<file path="src/rtl/ddu_pkg.sv">
package ddu_pkg;
  typedef enum logic [2:0] {
    OP_BOOL   = 3'd0,
    OP_ADD    = 3'd1,
    OP_SUB    = 3'd2,
    OP_MASK   = 3'd3,
    OP_EXPAND = 3'd4
  } ddu_op_e;

  typedef enum logic [1:0] {
    LZ_WORD     = 2'b00,
    LZ_HALF     = 2'b01,
    LZ_BYTE     = 2'b10,
    LZ_WORD_ALT = 2'b11
  } ddu_lane_e;

  function automatic logic op_known(input logic [2:0] op);
    return op <= OP_EXPAND;
  endfunction
endpackage

</file>
<file path="src/rtl/ddu_bool3.sv">
module ddu_bool3 #(
  parameter int W = 32
) (
  input  logic [W-1:0] in_a,
  input  logic [W-1:0] in_b,
  input  logic [W-1:0] in_c,
  input  logic [7:0]   table_code,
  output logic [W-1:0] bool_y
);
  for (genvar i = 0; i < W; i++) begin : g_bit
    assign bool_y[i] = table_code[{in_a[i], in_b[i], in_c[i]}];
  end
endmodule

</file>
<file path="src/rtl/ddu_lane_adder.sv">
module ddu_lane_adder #(
  parameter int W  = 32,
  parameter int NL = 4
) (
  input  logic [W-1:0]  in_a,
  input  logic [W-1:0]  in_b,
  input  logic          do_sub,
  input  logic [1:0]    lane_sz,
  output logic [W-1:0]  sum_y,
  output logic [NL-1:0] lane_carry
);
  import ddu_pkg::*;
  localparam int SL = W / NL;

  logic [NL-1:0] slice_cout;
  logic          is_byte;
  logic          is_half;

  assign is_byte = (lane_sz == LZ_BYTE);
  assign is_half = (lane_sz == LZ_HALF);

  for (genvar k = 0; k < NL; k++) begin : g_slice
    localparam bit EVEN = (k % 2) == 0;
    logic          starts_lane;
    logic          cin;
    logic [SL-1:0] b_x;
    logic [SL:0]   part;

    assign starts_lane = is_byte | (is_half & EVEN) | (k == 0);
    if (k == 0) begin : g_first
      assign cin = do_sub;
    end else begin : g_rest
      assign cin = starts_lane ? do_sub : slice_cout[k-1];
    end
    assign b_x  = in_b[k*SL +: SL] ^ {SL{do_sub}};
    assign part = {1'b0, in_a[k*SL +: SL]} + {1'b0, b_x} + {{SL{1'b0}}, cin};
    assign sum_y[k*SL +: SL] = part[SL-1:0];
    assign slice_cout[k]     = part[SL];
  end

  always_comb begin
    lane_carry = '0;
    if (is_byte) begin
      lane_carry = slice_cout;
    end else if (is_half) begin
      for (int j = 0; j < NL / 2; j++) lane_carry[j] = slice_cout[2*j+1];
    end else begin
      lane_carry[0] = slice_cout[NL-1];
    end
  end
endmodule

</file>
<file path="src/rtl/ddu_mask_unit.sv">
module ddu_mask_unit #(
  parameter int W  = 32,
  parameter int NL = 4
) (
  input  logic [7:0]    bit_count,
  input  logic [NL-1:0] lane_flags,
  input  logic [1:0]    lane_sz,
  output logic [W-1:0]  low_mask,
  output logic [W-1:0]  lane_mask
);
  import ddu_pkg::*;
  localparam int SL = W / NL;

  for (genvar i = 0; i < W; i++) begin : g_lowbit
    assign low_mask[i] = bit_count > 8'(i);
  end

  for (genvar k = 0; k < NL; k++) begin : g_lane
    logic pick;
    always_comb begin
      case (lane_sz)
        LZ_BYTE: pick = lane_flags[k];
        LZ_HALF: pick = lane_flags[k/2];
        default: pick = lane_flags[0];
      endcase
    end
    assign lane_mask[k*SL +: SL] = {SL{pick}};
  end
endmodule

</file>
<file path="src/rtl/dsp_data_unit.sv">
module dsp_data_unit #(
  parameter int W  = 32,
  parameter int NL = 4
) (
  input  logic          clk,
  input  logic          rst_n,
  input  logic          op_valid,
  input  logic [2:0]    op_code,
  input  logic [7:0]    tt_code,
  input  logic [1:0]    lane_sz,
  input  logic [W-1:0]  opnd_a,
  input  logic [W-1:0]  opnd_b,
  input  logic [W-1:0]  opnd_c,
  input  logic [NL-1:0] mf_in,
  input  logic          neg_flag,
  input  logic          ovf_flag,
  input  logic          src_sel_en,
  input  logic          cond_en,
  output logic [W-1:0]  result,
  output logic [NL-1:0] carry_flags
);
  import ddu_pkg::*;

  logic [1:0]    rst_pipe;
  logic          rst_n_int;
  logic [W-1:0]  b_eff;
  logic          cond_ok;
  logic          wr_en;
  logic [W-1:0]  bool_y, sum_y, low_mask, lane_mask;
  logic [NL-1:0] lane_carry;
  logic [W-1:0]  res_d, res_q;
  logic [NL-1:0] flg_d, flg_q;

  always_ff @(posedge clk or negedge rst_n) begin
    if (!rst_n) rst_pipe <= '0;
    else        rst_pipe <= {rst_pipe[0], 1'b1};
  end
  assign rst_n_int = rst_pipe[1];

  assign b_eff   = (src_sel_en && !neg_flag) ? opnd_c : opnd_b;
  assign cond_ok = !cond_en || (neg_flag ^ ovf_flag);
  assign wr_en   = op_valid && op_known(op_code) && cond_ok;

  ddu_bool3 #(.W(W)) u_bool (
    .in_a(opnd_a), .in_b(b_eff), .in_c(opnd_c),
    .table_code(tt_code), .bool_y(bool_y)
  );

  ddu_lane_adder #(.W(W), .NL(NL)) u_add (
    .in_a(opnd_a), .in_b(b_eff), .do_sub(op_code == OP_SUB),
    .lane_sz(lane_sz), .sum_y(sum_y), .lane_carry(lane_carry)
  );

  ddu_mask_unit #(.W(W), .NL(NL)) u_mask (
    .bit_count(b_eff[7:0]), .lane_flags(mf_in), .lane_sz(lane_sz),
    .low_mask(low_mask), .lane_mask(lane_mask)
  );

  always_comb begin
    res_d = res_q;
    flg_d = flg_q;
    if (wr_en) begin
      flg_d = '0;
      case (op_code)
        OP_BOOL:         res_d = bool_y;
        OP_ADD, OP_SUB: begin
          res_d = sum_y;
          flg_d = lane_carry;
        end
        OP_MASK:         res_d = low_mask;
        default:         res_d = lane_mask;
      endcase
    end
  end

  always_ff @(posedge clk or negedge rst_n_int) begin
    if (!rst_n_int) begin
      res_q <= '0;
      flg_q <= '0;
    end else if (wr_en) begin
      res_q <= res_d;
      flg_q <= flg_d;
    end
  end

  assign result      = res_q;
  assign carry_flags = flg_q;
endmodule

</file>
<file path="config.mk">
export PLATFORM = sky130hd
export DESIGN_NAME = dsp_data_unit
export DESIGN_NICKNAME = d
export VERILOG_FILES = /design/src/rtl/ddu_pkg.sv /design/src/rtl/ddu_bool3.sv /design/src/rtl/ddu_lane_adder.sv /design/src/rtl/ddu_mask_unit.sv /design/src/rtl/dsp_data_unit.sv
export SDC_FILE = /design/constraint.sdc
export NUM_CORES = 1
export LEC_CHECK = 0
export BUFFER_PORTS_ARGS = -buffer_cell sky130_fd_sc_hd__buf_2
export CORE_MARGIN = 5
export CORE_UTILIZATION = 55
export CTS_CLUSTER_SIZE = 12
export DETAILED_ROUTE_END_ITERATION = 10
export PLACE_DENSITY = 0.93
export SLEW_MARGIN = 20
export SYNTH_ARGS = -nofsm -noshare
export SYNTH_HDL_FRONTEND = slang
export SYNTH_SLANG_ARGS = --single-unit
</file>
<file path="constraint.sdc">
create_clock -name clk -period 1.35 [get_ports clk]
set_input_delay 0.2025 -clock clk [delete_from_list [all_inputs] [get_ports clk]]
set_output_delay 0.2025 -clock clk [all_outputs]
set_load 0.005 [all_outputs]
</file>
==> results.md, run 1 <==
- Placer Congestion: 1.11
- Average size of a mapped cell: 9.18 um2
- Stop stage: 5_1_grt
- Post-Syn Instances: 702
- #FFs+latches synth: 38
- # clock sinks: 38
- Starting density of the core: 56.2%
- DP Wirelength: 23900 um
- Total GRT Usage: 80.0%
- Top FF cell, synth: dfrtp_1
- IO Count: 156
- Port bufs: 155
- Num CTS Buffers: 5
- Compound-Gate Fraction of Synth Area: 23.4%
- Mapped Area: 6450 um2
- Root buffer cell: clkbuf_16
- Main combinational cell family by area after synthesis: multiplexers
- Die H: 118 um
- Post-synthesis mux area share: 29.0%
- Synth Area in XOR/XNOR: 7.06%
- EDFF count, synth: 0
- Mapped Nets: 859
- Distinct cells, synth: 69
- Die W: 118 um
- Rows: 39
- Simple-Gate Fraction of Synth Area: 13.2%
- Gr ovfl total: 55
- Ys async rst share: 100%
- Error: [ERROR GRT-0232] Routing congestion too high. Check the congestion heatmap in the GUI.
- Maximum clock path buffer count: 2
- Htree depth: 2
- Yosys warning total: 0
- Post-Synth Adder-Cell Area: 8.00%
- Outcome: stopped before the end
- Sequential element share of the synthesized area: 14.7%
- Largest net degree at the start of global routing: 37
-- synth_stat cells, types with 12 or more instances --
| cell type | instances | area share (%) |
|---|---|---|
| nand2_1 | 68 | 4.0 |
| nor2_1 | 65 | 3.8 |
| mux4_2 | 60 | 21 |
| xnor2_1 | 42 | 5.7 |
| clkbuf_1 | 41 | 2.4 |
| dfrtp_1 | 38 | 15 |
| mux2i_1 | 38 | 5.9 |
| a21oi_1 | 37 | 2.9 |
| o21ai_0 | 36 | 2.8 |
| ha_1 | 30 | 5.8 |
| a21boi_0 | 20 | 2.3 |
| a21o_1 | 15 | 1.7 |
| a31oi_1 | 14 | 1.4 |
| buf_2 | 12 | 0.93 |
-- metrics by stage --
stage          area (um2)  TNS (ns)  hold slack (ns)  cells  worst slack (ns)
3_3_place_gp         9130   -127.68          -0.0122   1181             -5.89
3_5_place_dp         9130   -136.61          -0.0101   1181             -6.32
4_1_cts             10100   -117.85            0.225   1221             -5.67
2_1_floorplan        6630   -113.29          -0.0931    702             -5.57
-- cell families after synthesis --
family / Yosys count
buffers and inverters: 69
AOI/OAI and AO/OA: 208
muxes: 110
and+or+nand+nor: 187
adders and majority gates: 37
DFF: 38
xor gates and xnor gates: 52
other: 1
-- repair_timing --
action,CTS
endpoints found under the setup margin,36
pin swaps,56
cloned,1
resized for setup,104
hold endpoints to repair,2
buffers inserted,33
hold buffers,1
-- metal layers --
layer,global-route usage (%),GRT overflow
met5,33.0,0
met4,78.2,26
met3,71.0,0
met2,92.1,29
met1,80.2,0
==> run 2: changes to the inputs <==
--- a/config.mk
+++ b/config.mk
@@ -7,10 +7,9 @@
 export LEC_CHECK = 0
 export BUFFER_PORTS_ARGS = -buffer_cell sky130_fd_sc_hd__buf_2
 export CORE_MARGIN = 5
-export CORE_UTILIZATION = 55
-export CTS_CLUSTER_SIZE = 12
+export CORE_UTILIZATION = 40
 export DETAILED_ROUTE_END_ITERATION = 10
-export PLACE_DENSITY = 0.93
+export PLACE_DENSITY_LB_ADDON = 0.15
 export SLEW_MARGIN = 20
 export SYNTH_ARGS = -nofsm -noshare
 export SYNTH_HDL_FRONTEND = slang
==> run 2 against run 1 <==
  * The flow now finishes, with violations (negative setup slack)
  * Synthesized cell count unchanged
  * Synthesized area unchanged
==> results.md, run 2 <==
- First-pass GRT wire length: 46700 um
- CTS tree: built
- Fraction of layout cells with a size suffix above 1: 58.4%
- Area Overhead vs Synth: 64.8%
- Static Leakage: 4.81 nW
- IO Count: 156 (unchanged)
- Die W: 137 um (+16%)
- # diodes: 0
- Slew headroom: 64.2%
- Vias: 7856
- Largest register FFs: 32
- CP max-delay cell: fa_2
- Post-Syn Instances: 702 (unchanged)
- Worst setup path startpoint: src_sel_en
- Setup tns final: -118.68 ns
- Vias in the first global route: 8377
- Startpoint Class: primary input
- CP Data Required Time: 1.52 ns
- Min cycle time layout: 7.07 ns
- Rows: 46 (+18%)
- Area taken by multi-input logic gates: 5830 um2
- Average size of a mapped cell: 9.18 um2 (unchanged)
- Post-route insts no fill: 1342
- Port bufs: 155 (unchanged)
- Post-synth top cells: nand2_1, nor2_1, mux4_2
- CP max FO: 2
- Htree depth: 2 (unchanged)
- RR Startpoint: result[7]$_DFFE_PN0P_
- Post-route ant nets: 0
- DRC: 0
- Placed cells: 1297 (+9.8%)
- Slack of the critical path: -5.72 ns
- Most frequent cells in the layout: buf_4, buf_2, nand2_1, nor2_1, mux4_2
- Mapped Nets: 859 (unchanged)
- Post-synth top area cell: mux4_2
- Area of all sequential standard cells: 951 um2
- Failing checks: negative setup slack
- CP endpoint kind: register
- Synth top area cells: mux4_2, dfrtp_1, mux2i_1
- Via density per instance: 5.85
- Starting density of the core: 40.7% (-15 points)
- # setup viols final: 36
- Most numerous cell in the Yosys netlist: nand2_1
- Fillcell total: 1325
- Final Power: 0.00830 W
- DRT iter0 DRCs: 793
- DP Wirelength: 23600 um (-1.5%)
- Ys async rst share: 100% (unchanged)
- Final hold violation count: 0
- Synth top area share: 21.0% (unchanged)
- Fin nets: 1282
- EDFF count, synth: 0 (unchanged)
- Number of max-cap violations: 0
- Mapped Area: 6450 um2 (unchanged)
- Total GRT Usage: 32.3%
- # clock sinks: 38 (unchanged)
- Tcrit/Tclk final: 524%
- Slew Viols, Final: 0
- Drt wl/cell: 22.5 um
- Maximum clock path buffer count: 2 (unchanged)
- Worst Hold Class: primary input to async pin
- Critical path class: primary input to register
- Die H: 137 um (+16%)
- Yosys warning total: 0 (unchanged)
- Core area: 15800 um2
- #FFs+latches synth: 38 (unchanged)
- Skew-Pair Late Insertion Delay: 0.28 ns
- Post-Route WL: 30200 um
- RSZ-0062 raised after global routing: yes
- Area of the die: 18800 um2
- CP max stage delay: 0.37 ns
- Gr ovfl total: 0
- Largest net degree at the start of global routing: 51
- Most common cell after layout, fill and taps aside: buf_4
- Sequential element share of the synthesized area: 14.7% (unchanged)
- Worst path arrival time: 7.24 ns
- Placer Congestion: 0.961 (-14%)
- Worst-path clk slew: 0.06 ns
- Worst slew pin tran: 0.535 ns
- Outcome: finished with violations
- Clock Skews: 0.00569 ns
- Max Freq: 141 MHz
- Distinct cells, synth: 69 (unchanged)
- Peak supply drop: 0.471 mV
- Initial antenna violation count: 0
- Pwr Density: 781 nW/um2
- Top FF cell, synth: dfrtp_1
- Root buffer cell: clkbuf_16
- Drt first pass iters: 5
- Num CTS Buffers: 5 (unchanged)
-- run 2: cell counts after synthesis --
No cell type changed its count.
-- run 2: worst max-delay path: cells and delay by family --
| family | cells | cell delay, ns |
|---|---|---|
| simple gates | 1 | 0.17 |
| buf+inv | 2 | 0.21 |
| xor+xnor | 1 | 0.14 |
| mux | 4 | 0.83 |
| fa+ha+maj | 7 | 2.53 |
| compound gates | 19 | 3.15 |
-- run 2: report_power, final --
part / leakage (nW) / switching (W) / internal, W
combinational: 4.29 / 0.00255 / 0.00283
clock: 0.0760 / 0.000487 / 0.000871
sequential: 0.445 / 0.000169 / 0.00139
total: 4.81 / 0.00321 / 0.00509
-- run 2: path summary, 6_finish.rpt --
path | to | slack [ns] | depth (start not counted)
min | rst_pipe[1]$_DFF_PN0_ | 0.23 | 2
max in group asynchronous | result[6]$_DFFE_PN0P_ | 0.71 | 1
min in group clk | rst_pipe[1]$_DFF_PN0_ | 0.35 | 0
max reg2reg | result[7]$_DFFE_PN0P_ | 0.31 | 3
max | result[28]$_DFFE_PN0P_ | -5.72 | 34
min reg2reg | result[10]$_DFFE_PN0P_ | 0.30 | 1
-- run 2: cell type report --
type / instances / area share (%)
clock buffer: 5 / 1.18
tap: 216 / 2.54
clock inverter: 3 / 0.424
timing repair buffer: 475 / 31.7
inverter: 10 / 0.353
multi-input combinational: 595 / 54.9
sequential: 38 / 8.95
-- run 2: repair_timing --
item                                   in CTS  in global routing
hold buffers                                1                  0
endpoints found under the hold margin       2                  0
gates cloned                                1                  0
pin swaps                                  67                 52
buffers inserted                           52                 11
resized for setup                         106                 32
setup endpoints to repair                  36                 36
-- run 2: cells by family after synthesis --
logic type	Yosys count	share of synthesized area, %
AO/OA/AOI/OAI	208	23.4
AND/OR/NAND/NOR	187	13.2
multiplexers	110	29.0
buffers and inverters	69	4.54
XOR/XNOR	52	7.06
flip-flops	38	14.7
adder cells (fa/ha/maj)	37	8.00
other	1	0.0582
-- run 2: metrics by stage --
stage	worst slack [ns]	area (um2)	hold slack, ns	utilization (%)
floorplan	-5.57	6630	-0.0931	-
global placement	-6.10	9520	-0.0123	60.2
detailed placement	-6.37	9520	-0.0103	60.2
CTS	-5.62	10600	0.221	66.9
global route	-5.98	10600	0.241	67.1
finish	-5.72	10600	0.234	67.1
-- run 2: layer usage --
| layer | vias to the layer above | part of all wire [%] | global-route usage [%] |
|---|---|---|---|
| met5 | - | 0 | 0 |
| met4 | 0 | 1.6 | 5.71 |
| met3 | 45 | 9.4 | 5.99 |
| met2 | 419 | 45 | 50.7 |
| met1 | 3858 | 44 | 46.9 |
| li1 | 3534 | - | - |
No activity file was read; power rests on OpenSTA's default activity.
==> run 3: changes to the inputs <==
--- a/config.mk
+++ b/config.mk
@@ -5,6 +5,7 @@
 export SDC_FILE = /design/constraint.sdc
 export NUM_CORES = 1
 export LEC_CHECK = 0
+export ABC_AREA = 1
 export BUFFER_PORTS_ARGS = -buffer_cell sky130_fd_sc_hd__buf_2
 export CORE_MARGIN = 5
 export CORE_UTILIZATION = 40
==> run 3 against run 2 <==
  * The flow still finishes with violations (negative setup slack)
  * Fmax up 11%
  * Wire length up 5.6%
  * Sequential power down 4%
  * Critical path depth up 16
  * Cell count up 37%
  * Sequential share of layout area down 0.52 points
  * Via count up 29%
  * Global-route usage down 1.9 points
  * Clock skew down 0.0042 ns
  * Synthesized cell count up 69%
  * First-iteration DRC count up 28%
  * Combinational power up 9.3%
  * Critical path type unchanged
  * Largest cell class unchanged
  * Largest power group unchanged
==> results.md, run 3 <==
- Final hold violation count: 0 (unchanged)
- Most numerous cell in the Yosys netlist: nand2_1
- Skew-Pair Late Insertion Delay: 0.28 ns (about the same)
- CP Data Required Time: 1.51 ns (about the same)
- CP max-delay cell: fa_2
- CP endpoint kind: register
- Starting density of the core: 41.0% (+0.30 points)
- # setup viols final: 36 (unchanged)
- Post-route ant nets: 0 (unchanged)
- Most used cell, CP: buf_4
- Min cycle time layout: 6.35 ns (-0.715 ns)
- Vias in the first global route: 9804 (+17%)
- Sequential element share of the synthesized area: 13.9% (-0.87 points)
- Outcome: finished with violations
- Worst Hold Class: primary input to async pin
- Gr ovfl total: 0 (unchanged)
- #FFs+latches synth: 38 (unchanged)
- Largest register FFs: 32 (unchanged)
- Maximum clock path buffer count: 2 (unchanged)
- Root buffer cell: clkbuf_16
- Startpoint Class: primary input
- Peak supply drop: 0.486 mV (+3.2%)
- Worst path arrival time: 6.51 ns (-0.73 ns)
- DP Wirelength: 22000 um (-6.6%)
- Post-route insts no fill: 1840 (+37%)
- Top FF cell, synth: dfrtp_1
- Final Power: 0.00857 W (+3.2%)
- Port bufs: 155 (unchanged)
- Number of max-cap violations: 0 (unchanged)
- Final core occ: 67.6% (+0.41 points)
- Yosys warning total: 0 (unchanged)
- Area Overhead vs Synth: 64.6%
- Synth top area cells: nand2_1, dfrtp_1, nand3_1
- Initial antenna violation count: 0 (unchanged)
- Design Area, Final: 11300 um2 (+6.2%)
- CP max stage delay: 0.37 ns (about the same)
- Critical path class: primary input to register
- Clock Skews: 0.00146 ns (-0.00423 ns)
- Worst-path clk slew: 0.06 ns (about the same)
- Worst setup path startpoint: neg_flag
- Average size of a mapped cell: 5.79 um2 (-37%)
- DP Area: 9600 um2 (+0.80%)
- Placed cells: 1718 (+32%)
- Pwr Density: 760 nW/um2 (-2.7%)
- Mapped Area: 6850 um2 (+6.3%)
- Htree depth: 2 (unchanged)
- Rows: 47 (+2.2%)
- Die W: 141 um (+2.9%)
- Slew headroom: 64.7% (+0.48 points)
- Mapped Nets: 1341 (+56%)
- Setup tns final: -103.06 ns (+15.62 ns)
- Die H: 141 um (+2.9%)
- Vias: 10100 (+29%)
- Area of the die: 19900 um2 (+5.8%)
- # diodes: 0 (unchanged)
- RSZ-0062 raised after global routing: yes
- DRT iter0 DRCs: 1015 (+28%)
- Worst slew pin tran: 0.524 ns (-0.0104 ns)
- Max Freq: 157 MHz (+11%)
- IO Count: 156 (unchanged)
- Distinct cells, synth: 41 (-41%)
- RR Startpoint: result[22]$_DFFE_PN0P_
- Fin nets: 1776 (+39%)
- Static Leakage: 5.83 nW (+21%)
- Synth top area share: 15.7% (-5.2 points)
- Most common cell after layout, fill and taps aside: buf_4
- Slew Viols, Final: 0 (unchanged)
- Failing checks: negative setup slack
- Placer Congestion: 0.984 (+2.4%)
- Post-synth top area cell: nand2_1
- First-pass GRT wire length: 49100 um (+5.1%)
- Via density per instance: 5.51 (-6.0%)
- Num CTS Buffers: 5 (unchanged)
- DRC: 0 (unchanged)
- CTS tree: built
- Total GRT Usage: 30.4% (-1.9 points)
- Post-Syn Instances: 1184 (+69%)
- Ys async rst share: 100% (unchanged)
- # clock sinks: 38 (unchanged)
- Core area: 16700 um2 (+5.5%)
- Drt wl/cell: 17.3 um (-23%)
- Tcrit/Tclk final: 471% (-53 points)
- Slack of the critical path: -5.00 ns (+0.715 ns)
- CP max FO: 7 (+5)
- EDFF count, synth: 0 (unchanged)
- Post-synth top cells: nand2_1, inv_1, nor2_1
- Most frequent cells in the layout: buf_4, nand2_1, buf_2, inv_1, nor2_1
- Post-Route WL: 31900 um (+5.6%)
- Largest net degree at the start of global routing: 37 (-27%)
- Fraction of layout cells with a size suffix above 1: 41.0% (-17 points)
- Drt first pass iters: 7 (+2)
==> run 3: changes by cell type in the layout (fill, tap and decap cells not counted), sizes merged, moves of 41 or more <==
cell    previous run  this run
o21ai             40        86
nor2              65       122
a21oi             38        90
nand3             10       118
inv               10       130
o211ai             5        74
mux4              60         0
nand2             68       292
xnor2             42         1
==> run 3: metal layers <==
| metal | vias to the layer above | GRT usage (%) | wire (um) |
|---|---|---|---|
| li1 | 4839 | - | - |
| met3 | 171 | 3.56 | 2370 |
| met2 | 575 | 53.3 | 15300 |
| met5 | - | 0 | 0 |
| met4 | 0 | 17.8 | 2340 |
| met1 | 4545 | 35.6 | 11900 |
==> run 3: timing repair <==
action	4_1_cts	5_1_grt
gates resized for setup	101	68
pin swaps	47	45
setup buffers	104	12
hold endpoints to repair	2	0
setup endpoints to repair	36	36
hold buffers	1	0
gates cloned	2	0
==> run 3: cells by family (layout without fill, tap and decap cells) <==
logic type	count (synthesis)	count (layout)	synth area share, %
buf+inv	209	644	11.9
xor+xnor	32	32	4.09
simple gates	586	587	37.1
fa+ha+maj	37	37	7.52
flops	38	38	13.9
compound gates	281	281	25.4
other cells	1	1	0.0547
==> run 3: layout make-up <==
| cell class | count | area (um2) |
|---|---|---|
| clock buffers | 7 | 143 |
| repair buffers | 505 | 3660 |
| clock inverters | 1 | 5.00 |
| flip-flops and latches | 38 | 951 |
| inverters | 131 | 513 |
| fillers | 1435 | 5420 |
| well taps | 220 | 275 |
| multi-input cells | 938 | 5730 |
==> run 3: final timing paths <==
check,to,slack [ns],cells after the start
hold reg to reg,result[25]$_DFFE_PN0P_,0.29,1
min in group clk,rst_pipe[1]$_DFF_PN0_,0.35,0
setup / recovery,carry_flags[0]$_DFFE_PN0P_,-5.00,50
hold / removal,rst_pipe[0]$_DFF_PN0_,0.23,2
setup reg to reg,result[22]$_DFFE_PN0P_,0.47,3
max in group asynchronous,result[18]$_DFFE_PN0P_,0.73,1
==> run 3: worst max-delay path: cells and delay by family <==
family          cells  cell delay [ns]
xor+xnor            1             0.14
buf+inv            29             3.46
simple gates       12             0.99
compound gates      5             0.63
fa+ha+maj           3             1.05
==> run 3: through the flow <==
| step | worst slack, ns | hold slack [ns] |
|---|---|---|
| floorplan | -4.51 | -0.0931 |
| global placement | -4.91 | -0.0125 |
| detailed placement | -5.04 | -0.0113 |
| CTS | -4.43 | 0.226 |
| global route | -5.20 | 0.259 |
| finish | -5.00 | 0.225 |
==> run 3: where the power goes <==
part	switching [W]	internal, W	leakage, nW	total [W]
clock network	0.000454	0.000732	0.0739	0.00119
logic	0.00297	0.00291	5.32	0.00588
registers	0.000129	0.00137	0.434	0.00150
total	0.00356	0.00501	5.83	0.00857
==> run 4: changes to the inputs <==
--- a/config.mk
+++ b/config.mk
@@ -14,4 +14,5 @@
 export SLEW_MARGIN = 20
 export SYNTH_ARGS = -nofsm -noshare
 export SYNTH_HDL_FRONTEND = slang
+export SYNTH_HIERARCHICAL = 1
 export SYNTH_SLANG_ARGS = --single-unit
==> run 4 against run 3 <==
  * The run still ends with negative setup slack left
  * Clock power grew 13%
  * Synthesized cell count grew 31%
  * Cell count grew 17%
  * Wire length shrank 1.8%
  * Via count grew 4.5%
  * Synthesized area grew 23%
  * Global-route usage shrank 5.1 points
  * Critical path type unchanged
  * Highest routed layer unchanged
==> results.md, run 4 <==
- Design Area, Final: 11600 um2 (+3.0%)
- Most common cell after layout, fill and taps aside: nand2_1
- Final Power: 0.00808 W (-5.7%)
- # setup viols final: 36 (unchanged)
- Largest net degree at the start of global routing: 43 (+16%)
- DRC: 0 (unchanged)
- Worst-path clk slew: 0.06 ns (about the same)
- Die H: 155 um (+10%)
- Num CTS Buffers: 5 (unchanged)
- Htree depth: 2 (unchanged)
- Post-synth top cells: nand2_1, nand3_1, inv_1
- Slew headroom: 66.3% (+1.6 points)
- Maximum clock path buffer count: 2 (unchanged)
- Mapped Nets: 1715 (+28%)
- Synth top area cells: nand2_1, dfrtp_1, nand3_1
- Skew-Pair Late Insertion Delay: 0.29 ns (about the same)
- # clock sinks: 38 (unchanged)
- Total GRT Usage: 25.3% (-5.1 points)
- Worst hold slack: 0.235 ns (+0.00967 ns)
- Worst path arrival time: 5.47 ns (-1.04 ns)
- DP Area: 10900 um2 (+14%)
- Drt first pass iters: 6 (-1)
- Area taken by multi-input logic gates: 6320 um2 (+10%)
- Most numerous cell in the Yosys netlist: nand2_1
- Min cycle time layout: 5.29 ns (-1.06 ns)
- Tcrit/Tclk final: 392% (-79 points)
- CP max stage delay: 0.38 ns (about the same)
- Vias: 10600 (+4.5%)
- Slew Viols, Final: 0 (unchanged)
- DP Wirelength: 25700 um (+17%)
- Final hold violation count: 0 (unchanged)
- CP Data Required Time: 1.53 ns (+0.02 ns)
- Startpoint Class: primary input
- Fin nets: 2034 (+15%)
- Vias in the first global route: 9815 (+0.11%)
- Yosys warning total: 6 (+6)
- Post-Route WL: 31300 um (-1.8%)
- Area of all sequential standard cells: 951 um2 (unchanged)
- #FFs+latches synth: 38 (unchanged)
- Post-synth top area cell: nand2_1
- Slack of the critical path: -3.94 ns (+1.06 ns)
- Area Overhead vs Synth: 38.3%
- Starting density of the core: 40.4% (-0.67 points)
- DRT iter0 DRCs: 673 (-34%)
- Critical path class: primary input to register
- Largest register FFs: 32 (unchanged)
- Area of the die: 24000 um2 (+21%)
- EDFF count, synth: 0 (unchanged)
- Outcome: finished with violations
- Final core occ: 55.8% (-12 points)
- Static Leakage: 6.90 nW (+18%)
- CP max FO: 5 (-2)
- Fraction of layout cells with a size suffix above 1: 29.3% (-12 points)
- Initial antenna violation count: 0 (unchanged)
- Worst slew pin tran: 0.501 ns (-0.0228 ns)
- Ys async rst share: 100% (unchanged)
- Worst slack at placement: -4.50 ns (+0.539 ns)
- CP endpoint kind: register
- Fillcell total: 2174 (+51%)
- CTS tree: built
- RSZ-0062 raised after global routing: yes
- Number of max-cap violations: 0 (unchanged)
- Sequential element share of the synthesized area: 11.3% (-2.6 points)
- Most frequent cells in the layout: nand2_1, buf_4, inv_1, nand3_1, buf_2
- IO Count: 156 (unchanged)
- Average size of a mapped cell: 5.40 um2 (-6.7%)
- # diodes: 0 (unchanged)
- Drt wl/cell: 14.6 um (-16%)
- First-pass GRT wire length: 49500 um (+0.72%)
- Port bufs: 155 (unchanged)
- Gr ovfl total: 0 (unchanged)
- CP max-delay cell: fa_2
- Root buffer cell: clkbuf_16
- CP Buf/Inv Count: 5 (-83%)
- Max Freq: 189 MHz (+20%)
- Critical path's top delay family: adder cells
- Top FF cell, synth: dfrtp_1
- Worst Hold Class: primary input to async pin
- Post-Syn Instances: 1556 (+31%)
- Rows: 53 (+13%)
- Failing checks: negative setup slack
- Clock Skews: 0.00353 ns (+0.00207 ns)
- Pwr Density: 696 nW/um2 (-8.4%)
- Mapped Area: 8400 um2 (+23%)
- Via density per instance: 4.92 (-11%)
- Die W: 155 um (+10%)
- Synth top area share: 31.4% (+16 points)
- Placer Congestion: 0.957 (-2.8%)
- Post-route ant nets: 0 (unchanged)
- Distinct cells, synth: 33 (-20%)
- Peak supply drop: 0.392 mV (-19%)
- Core area: 20800 um2 (+25%)
-- run 4: cell types whose count changed after synthesis, sizes merged, moves of 21 or more --
cell,previous run,this run
nor2,122,101
buf,28,92
nand2,291,710
clkbuf,50,6
mux2,0,33
nand3,118,181
a21oi,90,48
o211ai,74,0
nand3b,29,1
o21ai,86,22
inv,130,196
-- run 4: cells by family after synthesis --
kind of cell | Yosys count | synth area share (%)
AOI/OAI and AO/OA | 74 | 4.75
xor gates and xnor gates | 43 | 4.48
adders and majority gates | 39 | 6.43
buffers and inverters | 294 | 17.7
DFF | 38 | 11.3
muxes | 33 | 4.42
other | 1 | 0.0446
and+or+nand+nor | 1034 | 50.9
-- run 4: timing repair --
item	in CTS	in global routing
pin swaps	45	32
buffers inserted	24	13
hold buffers	1	0
resized for setup	56	44
endpoints found under the setup margin	36	36
cloned	1	0
hold endpoints to repair	2	0
-- run 4: worst paths after layout --
kind                                          end  cells past startpoint                    from  slack [ns]
max                        result[30]$_DFFE_PN0P_                     38                neg_flag       -3.94
min                         rst_pipe[1]$_DFF_PN0_                      2                   rst_n        0.23
max reg2reg                result[25]$_DFFE_PN0P_                      2  result[25]$_DFFE_PN0P_        0.71
min reg2reg                result[11]$_DFFE_PN0P_                      1   rst_pipe[1]$_DFF_PN0_        0.29
max in group asynchronous  result[27]$_DFFE_PN0P_                      1   rst_pipe[1]$_DFF_PN0_        0.72
min in group clk            rst_pipe[1]$_DFF_PN0_                      0   rst_pipe[0]$_DFF_PN0_        0.35
-- run 4: where the power goes --
group / leakage (nW) / internal (W) / switching (W)
Clock: 0.0781 / 0.000874 / 0.000469
Combinational: 6.34 / 0.00244 / 0.00282
Sequential: 0.475 / 0.00135 / 0.000125
-- run 4: per-layer routing --
metal  vias to the layer above  GRT usage, %  wire (um)
li1                       5442             -          -
met1                      4759          31.8      13400
met2                       322          45.5      15300
met3                        62          2.48       1490
met4                         0          7.65       1090
met5                         -             0          0
-- run 4: worst register-to-register path: stages (launching register included) --
cell and delay, ns:
dfrtp_1 0.40, nand2_1 0.08, nand2_1 0.05
-- run 4: layout make-up --
class / count / share of cell area (%)
Sequential cell: 38 / 8.18
Timing Repair Buffer: 409 / 26.6
Multi-Input combinational cell: 1225 / 54.4
Clock inverter: 1 / 0.258
Tap cell: 275 / 2.96
Inverter: 196 / 6.49
Clock buffer: 7 / 1.14
-- run 4: through the flow --
| stage | TNS [ns] | cells |
|---|---|---|
| 3_3_place_gp | -99.71 | 2118 |
| 6_report | -86.02 | 2151 |
| 3_5_place_dp | -102.54 | 2118 |
| 2_1_floorplan | -82.94 | 1556 |
| 4_1_cts | -85.19 | 2148 |
| 5_1_grt | -92.29 | 2151 |
